**src/rtl/rxf_pkg.sv**
```systemverilog
package rxf_pkg;
    // Control-state encoding for the decision sequencer
    typedef enum logic [0:0] {
        ST_IDLE   = 1'b0,
        ST_REPORT = 1'b1
    } rxf_state_e;

    localparam int unsigned BYTE_W   = 8;
    localparam int unsigned ADDR_BYTES = 6;
    localparam int unsigned ADDR_W   = BYTE_W * ADDR_BYTES;
    localparam int unsigned LO_W     = 32;
    localparam int unsigned HI_W     = ADDR_W - LO_W;
endpackage

```
**src/rtl/rxf_hash_fold.sv**
```systemverilog
module rxf_hash_fold #(
    parameter int unsigned IN_W   = 48,
    parameter int unsigned HASH_W = 6
) (
    input  logic [IN_W-1:0]   vec_in,
    output logic [HASH_W-1:0] fold_out
);
    localparam int unsigned SLICES = (IN_W + HASH_W - 1) / HASH_W;
    localparam int unsigned PAD_W  = SLICES * HASH_W;

    logic [PAD_W-1:0]  padded;
    logic [HASH_W-1:0] part [SLICES];

    assign padded = PAD_W'(vec_in);

    // Running XOR chain across slices, lowest bits first
    generate
        for (genvar k = 0; k < SLICES; k++) begin : g_slice
            if (k == 0) begin : g_first
                assign part[k] = padded[HASH_W-1:0];
            end else begin : g_rest
                assign part[k] = part[k-1] ^ padded[k*HASH_W +: HASH_W];
            end
        end
    endgenerate

    assign fold_out = part[SLICES-1];
endmodule

```
**src/rtl/rxf_stn_match.sv**
```systemverilog
module rxf_stn_match #(
    parameter int unsigned NUM_STN = 2
) (
    input  logic [rxf_pkg::ADDR_W-1:0]              dst,
    input  logic [NUM_STN-1:0][rxf_pkg::LO_W-1:0]   lo_words,
    input  logic [NUM_STN-1:0][rxf_pkg::HI_W-1:0]   hi_words,
    input  logic [NUM_STN-1:0]                      slot_en,
    output logic                                    any_hit
);
    logic [NUM_STN-1:0] slot_hit;

    generate
        for (genvar s = 0; s < NUM_STN; s++) begin : g_slot
            logic [rxf_pkg::ADDR_W-1:0] stn_addr;
            assign stn_addr    = {hi_words[s], lo_words[s]};
            assign slot_hit[s] = slot_en[s] && (stn_addr == dst);
        end
    endgenerate

    assign any_hit = |slot_hit;
endmodule

```
**src/rtl/rxf_ctrl_fsm.sv**
```systemverilog
module rxf_ctrl_fsm (
    input  logic clk,
    input  logic rst_n,
    input  logic start,
    input  logic verdict,
    output logic out_valid,
    output logic out_accept
);
    import rxf_pkg::*;

    rxf_state_e state_q, state_d;
    logic       verdict_q;

    // State register
    always_ff @(posedge clk or negedge rst_n) begin
        if (!rst_n) begin
            state_q <= ST_IDLE;
        end else begin
            state_q <= state_d;
        end
    end

    // Verdict captured with the strobe
    always_ff @(posedge clk or negedge rst_n) begin
        if (!rst_n) begin
            verdict_q <= 1'b0;
        end else if (start) begin
            verdict_q <= verdict;
        end
    end

    // Next state: T_LAUNCH, T_CHAIN, T_RETIRE
    always_comb begin
        state_d = state_q;
        unique case (state_q)
            ST_IDLE:   state_d = start ? ST_REPORT : ST_IDLE;
            ST_REPORT: state_d = start ? ST_REPORT : ST_IDLE;
        endcase
    end

    // Outputs
    always_comb begin
        out_valid  = 1'b0;
        out_accept = 1'b0;
        unique case (state_q)
            ST_IDLE: begin
                out_valid  = 1'b0;
                out_accept = 1'b0;
            end
            ST_REPORT: begin
                out_valid  = 1'b1;
                out_accept = verdict_q;
            end
        endcase
    end
endmodule

```
**src/rtl/rxf_dest_filter.sv**
```systemverilog
module rxf_dest_filter #(
    parameter int unsigned NUM_STN = 2,
    parameter int unsigned HASH_W  = 6,
    parameter int unsigned LEN_W   = 16,
    parameter int unsigned MIN_LEN = 12,
    localparam int unsigned TBL_W  = 1 << HASH_W,
    localparam int unsigned CTRL_W = NUM_STN + 2
) (
    input  logic                                  clk,
    input  logic                                  rst_n,
    input  logic                                  chk_start,
    input  logic [rxf_pkg::ADDR_W-1:0]            dst_addr,
    input  logic [LEN_W-1:0]                      frame_len,
    input  logic [CTRL_W-1:0]                     filt_ctrl,
    input  logic [NUM_STN-1:0][rxf_pkg::LO_W-1:0] stn_lo,
    input  logic [NUM_STN-1:0][rxf_pkg::HI_W-1:0] stn_hi,
    input  logic [TBL_W-1:0]                      hash_tbl,
    output logic                                  dec_valid,
    output logic                                  dec_accept
);
    localparam int unsigned IND_BIT = NUM_STN;
    localparam int unsigned BC_BIT  = NUM_STN + 1;

    logic              len_ok;
    logic              stn_hit;
    logic              bc_hit;
    logic              grp_bit;
    logic              tbl_gate;
    logic              tbl_hit;
    logic [HASH_W-1:0] hidx;
    logic              verdict;

    assign len_ok  = frame_len >= LEN_W'(MIN_LEN);
    assign grp_bit = dst_addr[0];
    assign bc_hit  = filt_ctrl[BC_BIT] && (&dst_addr);

    rxf_stn_match #(
        .NUM_STN (NUM_STN)
    ) u_stn (
        .dst      (dst_addr),
        .lo_words (stn_lo),
        .hi_words (stn_hi),
        .slot_en  (filt_ctrl[NUM_STN-1:0]),
        .any_hit  (stn_hit)
    );

    rxf_hash_fold #(
        .IN_W   (rxf_pkg::ADDR_W),
        .HASH_W (HASH_W)
    ) u_fold (
        .vec_in   (dst_addr),
        .fold_out (hidx)
    );

    assign tbl_gate = grp_bit || filt_ctrl[IND_BIT];
    assign tbl_hit  = tbl_gate && hash_tbl[hidx];
    assign verdict  = len_ok && (stn_hit || bc_hit || tbl_hit);

    rxf_ctrl_fsm u_fsm (
        .clk        (clk),
        .rst_n      (rst_n),
        .start      (chk_start),
        .verdict    (verdict),
        .out_valid  (dec_valid),
        .out_accept (dec_accept)
    );
endmodule

```
**config.mk**
```make
export PLATFORM = sky130hd
export DESIGN_NAME = rxf_dest_filter
export DESIGN_NICKNAME = d
export VERILOG_FILES = /design/src/rtl/rxf_pkg.sv /design/src/rtl/rxf_hash_fold.sv /design/src/rtl/rxf_stn_match.sv /design/src/rtl/rxf_ctrl_fsm.sv /design/src/rtl/rxf_dest_filter.sv
export SDC_FILE = /design/constraint.sdc
export NUM_CORES = 1
export LEC_CHECK = 0
export BUFFER_PORTS_ARGS = -buffer_cell sky130_fd_sc_hd__buf_2
export CAP_MARGIN = 20
export CORE_AREA = 4 4 89 91
export CTS_CLUSTER_SIZE = 30
export DETAILED_ROUTE_END_ITERATION = 10
export DIE_AREA = 0 0 93 95
export GPL_TIMING_DRIVEN = 0
export PLACE_DENSITY = 0.71
export SETUP_SLACK_MARGIN = 0.2
export SYNTH_ARGS = -nofsm -noshare
export SYNTH_HDL_FRONTEND = slang
export SYNTH_SLANG_ARGS = --single-unit
export TNS_END_PERCENT = 100
```
**constraint.sdc**
```tcl
create_clock -name clk -period 0.95 [get_ports clk]
set_input_delay 0.285 -clock clk [delete_from_list [all_inputs] [get_ports clk]]
set_output_delay 0.285 -clock clk [all_outputs]
set_load 0.02 [all_outputs]
```
; ---- Word-level counts from Yosys, hierarchy flattened
; Cells that the tools add are included.
[word_totals]
memories = 0
latchBits = 0
ff_bits = 2
ram_bits = 0
input_bits = 231
output_inout_bits = 2
romBits = 0
wordCells = 29
[op_classes]
div = 0
n_addsub = 0
reduce_logical = 10
n_shift = 0
eq_ne = 2
bitwise_logic = 8
order_cmp = 2
mux = 5
mul = 0
[ops]
columns = op, n
row1 = $eq 48x48->1, 2
row2 = $reduce_and 48->1, 1
row3 = $xor 6x6->6, 7
row4 = $ge 16x4->1 const B, 1
row5 = $lt 6x7->1 const B, 1
row6 = $bmux 1 s6, 1
row7 = $logic_and 1x1->1, 5
row8 = $pmux 1 s2, 2
row9 = $logic_or 1x1->1, 3
row10 = $mux 1, 2
row11 = $reduce_or 2->1, 1
row12 = $not 1->1, 1

; ---- Logic depth before layout (Yosys ltp)
[logic_depth]
word_depth = 12
depth_mapped = 11
ltp_nobuf = 8

; ---- By module
; A second synthesis with hierarchy kept.
[unflattened]
hier_cells = 249
area_unflattened_um2 = 2220.9
[by_module_without_submodules]
columns = mod, area_each_um2, n_inst, seq_area_each_um2, cells_per_inst
row1 = rxf_stn_match, 1067.3, 1, 0.0, 139
row2 = rxf_dest_filter, 714.4, 1, 0.0, 64
row3 = rxf_hash_fold, 367.9, 1, 0.0, 42
row4 = rxf_ctrl_fsm, 71.3, 1, 50.0, 4

; ---- Worst setup path after synthesis
; Ideal clock, no wire load.
[synth_path]
path_kind = input -> register
from = input port dst_addr[0] (netlist bit)
to = register u_fsm.verdict_q
path_buffers = 2
t_required_ps = 821
path_slack_ps = -1269
t_arrival_ps = 2090
setup_time_ps = 129
cell_stages = 10
cell_sequence = clkbuf_2 xnor2_1 xnor2_1 xnor2_2 buf_6 mux4_2 mux2i_1 mux2_2 a22o_1 o31ai_2
[synth_via]
elab_chain_len = 12
word_cells_on_any_way = 21
classes_between = 2 x eq/ne / 2 x mux / 7 x bitwise / 10 x reduce/logical
[synth_lines]
columns = item, line_no
row1 = start: declaration, rxf_dest_filter.sv:12  ; input logic [rxf_pkg::ADDR_W-1:0] dst_addr,
row2 = $xor 6x6->6 (7 in series), rxf_hash_fold.sv:22  ; assign part[k] = part[k-1] ^ padded[k*HASH_W +: HASH_W];
row3 = $bmux 1 s6, rxf_dest_filter.sv:56  ; assign tbl_hit = tbl_gate && hash_tbl[hidx];
row4 = $mux 1 (not written as such), rxf_dest_filter.sv:56
row5 = $logic_and 1x1->1, rxf_dest_filter.sv:56
row6 = $logic_or 1x1->1 *, rxf_dest_filter.sv:57  ; assign verdict = len_ok && (stn_hit || bc_hit || tbl_hit);
row7 = $logic_and 1x1->1 *, rxf_dest_filter.sv:57
row8 = end signal: assignment, rxf_ctrl_fsm.sv:28  ; verdict_q <= verdict;
row9 = end: declaration, rxf_ctrl_fsm.sv:12  ; logic verdict_q;
; Every way passes the cells marked *; elsewhere a longest branch is shown, timed or not. The select of a mux whose other input is x is not followed.
; A chain may end at the register's enable or synchronous reset.

; ---- Worst setup path after layout
[layout_path]
from = input port dst_addr[43] (netlist bit)
to = register u_fsm.verdict_q
[layout_via]
elab_chain_len = 6
word_cells_on_any_way = 14
classes_between = 2 x eq/ne / 2 x mux / 1 x bitwise / 9 x reduce/logical
[layout_lines]
columns = item, line_no
row1 = $xor 6x6->6 or $eq 48x48->1 (tied branches), "rxf_hash_fold.sv:22, rxf_stn_match.sv:16"
row2 = $bmux 1 s6 or $logic_and 1x1->1 (tied branches), "rxf_dest_filter.sv:56, rxf_stn_match.sv:16"
row3 = $mux 1 (not written as such) or $reduce_or 2->1 (tied branches), "rxf_dest_filter.sv:56, rxf_stn_match.sv:20"
row4 = $logic_and 1x1->1 or $logic_or 1x1->1 (tied branches), "rxf_dest_filter.sv:56, rxf_dest_filter.sv:57"
row5 = $logic_or 1x1->1 *, rxf_dest_filter.sv:57
row6 = $logic_and 1x1->1 *, rxf_dest_filter.sv:57
; Marked as above.

==> flow_summary.json <==
{
  "status": "complete, but fails checks",
  "synthSimpleGateAreaFrac_pct": 17.0,
  "drc_errors": 0,
  "num_io_pins": 233,
  "setup_viol": 3,
  "path_clk_slew_ns": 0.03,
  "place_ws_ns": -1.64,
  "row_count": 31,
  "synth_compound_area_share_pct": 9.81,
  "grt_pass1_wl_mm": 15.5,
  "dr.pass1.iters": 4,
  "die_x_microns": 93,
  "fmax_ghz": 0.477,
  "drtIter0Drc": 101,
  "violations": "negative setup slack",
  "cts_buffers": 3,
  "worst_slew_pin_slew_ns": 0.443,
  "synth_adder_area_share_pct": 0,
  "layout_setup_ws_ns": -1.15,
  "cp-start-kind": "input port",
  "worstPathMaxFanout": 5,
  "dp_cells": 598,
  "coreArea_sq_um": 7140,
  "drive_gt1_share_pct": 53.8,
  "cts_tree": "built",
  "clk_latency_ns": 0.21,
  "power.density_nw_per_um2": 1020,
  "synth.area.mux_share_pct": 17.4,
  "syn_inst": 270,
  "final_hold_viol_count": 0,
  "place_congestion": 0.949,
  "drv_slew": 0,
  "initial_utilization_pct": 32.2,
  "fillerInstances": 699,
  "yosysSeqAreaShare_pct": 2.18,
  "num_vias": 3085,
  "syn_avg_cell_area_sq_um": 8.50,
  "clock_path_buffers": 2,
  "root_buffer": "clkbuf_8",
  "grt-ovfl-total": 0,
  "required_ns": 1.04,
  "grt_max_degree": 11,
  "synth-xor-area-share_pct": 49.9,
  "min_period_ns": 2.10,
  "synth-seq-cells": 2,
  "slew_headroom_pct": 70.3,
  "vias_per_cell": 5.05,
  "fin_crit_sh_pct": 221,
  "cp_data_arrival_time_ns": 2.18,
  "worst-setup-path-type": "in2reg",
  "holdCritPathClass": "in2reg",
  "final_nets": 743,
  "syn_area_sq_um": 2290,
  "antenna_found_initial": 1,
  "synth_top_family_by_area": "XOR/XNOR gates",
  "grt_usage_pct": 22.7,
  "place_area_sq_um": 3620,
  "cap_viol_max_count": 0,
  "die_area_sq_um": 8840,
  "area_growth_pct": 73.1,
  "routed_wl_mm": 10.9,
  "hpwlAfterDp_mm": 9.74,
  "ys_types": 39,
  "yosysWarningCount": 0,
  "ant_nets": 0,
  "worst_ir_drop_vdd_uv": 530,
  "hp-start": "chk_start",
  "fin_setup_tns_ns": -1.43,
  "r2r-start": "u_fsm.verdict_q",
  "final-instance-count-excl-fill": 611,
  "clock_skew_ns": 0,
  "end_kind": "flop",
  "design_area_sq_um": 3970,
  "grt_pass1_vias": 3203,
  "startpoint": "dst_addr[43]",
  "rsz0062_at_grt": "true",
  "cts.sinks": 2,
  "io_buffers": 229,
  "wl_per_cell_microns": 17.9,
  "finish.utilization_pct": 55.6,
  "ctsHtreeMaxLevel": 1,
  "synth_fp_nets": 501,
  "die_y_microns": 95,
  "p_leak_nw": 1.83
}
==> registers in the layout (all words and copies together), names as in the netlist <==
name,count
u_fsm.verdict_q,1
u_fsm.state_q,1
==> Yosys cell counts <==
| master | number | share of area, % |
|---|---|---|
| a21boi_0 | 1 | 0.33 |
| nor2_1 | 4 | 0.65 |
| xnor2_1 | 94 | 36 |
| o2111a_1 | 1 | 0.49 |
| inv_1 | 11 | 1.8 |
| mux2_2 | 2 | 0.98 |
| o32a_1 | 1 | 0.44 |
| nor3_1 | 3 | 0.65 |
| nand4_1 | 29 | 7.9 |
| mux4_1 | 4 | 4.6 |
| a21oi_1 | 1 | 0.22 |
| clkbuf_4 | 1 | 0.33 |
| dfrtp_1 | 2 | 2.2 |
| nand3_1 | 3 | 0.65 |
| o21ai_0 | 3 | 0.65 |
| clkbuf_2 | 1 | 0.22 |
| xor2_1 | 33 | 13 |
| o31ai_2 | 1 | 0.55 |
| nand2b_1 | 1 | 0.27 |
| o22ai_1 | 1 | 0.27 |
| o2111ai_1 | 2 | 0.76 |
| nor4_1 | 14 | 3.8 |
| xnor2_2 | 2 | 1.4 |
| a21o_1 | 1 | 0.33 |
| buf_6 | 2 | 0.98 |
| a221o_1 | 1 | 0.44 |
| a222oi_1 | 1 | 0.44 |
| o221ai_1 | 3 | 1.1 |
| o211ai_1 | 1 | 0.33 |
| a22o_1 | 2 | 0.76 |
| mux2i_1 | 16 | 7.0 |
| a31oi_1 | 2 | 0.55 |
| buf_4 | 1 | 0.33 |
| a2111oi_0 | 3 | 1.1 |
| a22oi_1 | 3 | 0.98 |
| nand2_1 | 7 | 1.1 |
| mux4_2 | 5 | 4.9 |
| and2_1 | 2 | 0.55 |
| nor2b_1 | 5 | 1.4 |
==> through the flow <==
stage	hold slack (ns)	power (mW)
floorplan	-0.0106	2.26
global placement	0.0701	3.27
detailed placement	0.0703	3.31
CTS	0.215	4.06
global route	0.226	4.32
finish	0.218	4.03
==> power breakdown <==
part	switching [mW]	internal (mW)
clock network	0.0801	0.286
registers	0.0107	0.109
logic	1.57	1.98
==> layer usage <==
| layer | vias up | GRT usage (%) | part of all wire (%) |
|---|---|---|---|
| li1 | 1485 | - | - |
| met1 | 1407 | 26.0 | 36 |
| met2 | 174 | 44.0 | 53 |
| met3 | 19 | 3.82 | 8.7 |
| met4 | 0 | 4.76 | 1.8 |
| met5 | - | 0 | 0 |
==> critical path, stage by stage <==
cell and delay, ns:
buf_12 0.11, xor2_2 0.18, xnor2_2 0.15, xnor2_2 0.28, buf_4 0.19, mux4_2 0.48, mux2i_1 0.14, o32a_1 0.17
a22o_1 0.15, o31ai_2 0.06
==> placed cells by master (no fill, tap or decap), types with 2 or more instances in the layout <==
cell       instances
nor2_1             4
xnor2_4            5
a22o_1             2
buf_2            215
inv_1             11
mux4_2             8
clkbuf_8           3
a2111oi_0          3
buf_6             12
nand3_1            3
nor4_1            14
nand2_1            7
buf_4              9
a22oi_1            3
nor3_1             3
a31oi_1            2
nand4_1           29
xor2_2             2
o221ai_1           3
buf_12             2
xnor2_1           81
o21ai_0            3
mux2i_1           16
xnor2_2           10
xor2_1            31
nor2b_1            5
==> path summary, 6_finish.rpt <==
path / to / slack [ns] / depth (start not counted)
min in group asynchronous: u_fsm.state_q / 0.38 / 2
worst min register to register: u_fsm.verdict_q / 0.61 / 3
max in group asynchronous: u_fsm.state_q / 0.46 / 2
worst max register to register: u_fsm.verdict_q / 0.06 / 3
worst min-delay path: u_fsm.state_q / 0.22 / 1
worst max-delay path: u_fsm.verdict_q / -1.15 / 10
==> cell type report <==
cell class	count	area, sq um	share of cell area, %
multi-input cells	252	2330	58.7
repair buffers	237	1310	33.0
well taps	99	124	3.12
plain buffers	5	66.3	1.67
flip-flops and latches	2	51.3	1.29
clock buffers	4	45.0	1.13
inverters	11	41.3	1.04
diodes	1	2.50	0.0630
==> what timing repair did <==
action                                  in CTS  in global routing
cloned                                       0                  0
hold buffers                                 1                  0
endpoints found under the setup margin       3                  3
gates resized for setup                     52                  1
buffers inserted                             7                  0
endpoints found under the hold margin        2                  0
pin swaps                                   14                  2
==> kinds of logic after synthesis <==
logic type / count (synthesis)
muxes: 27
AOI/OAI and AO/OA: 28
buffers and inverters: 16
DFF: 2
xor gates and xnor gates: 129
and+or+nand+nor: 68
Note: power is estimated with default switching activity, not from simulation.
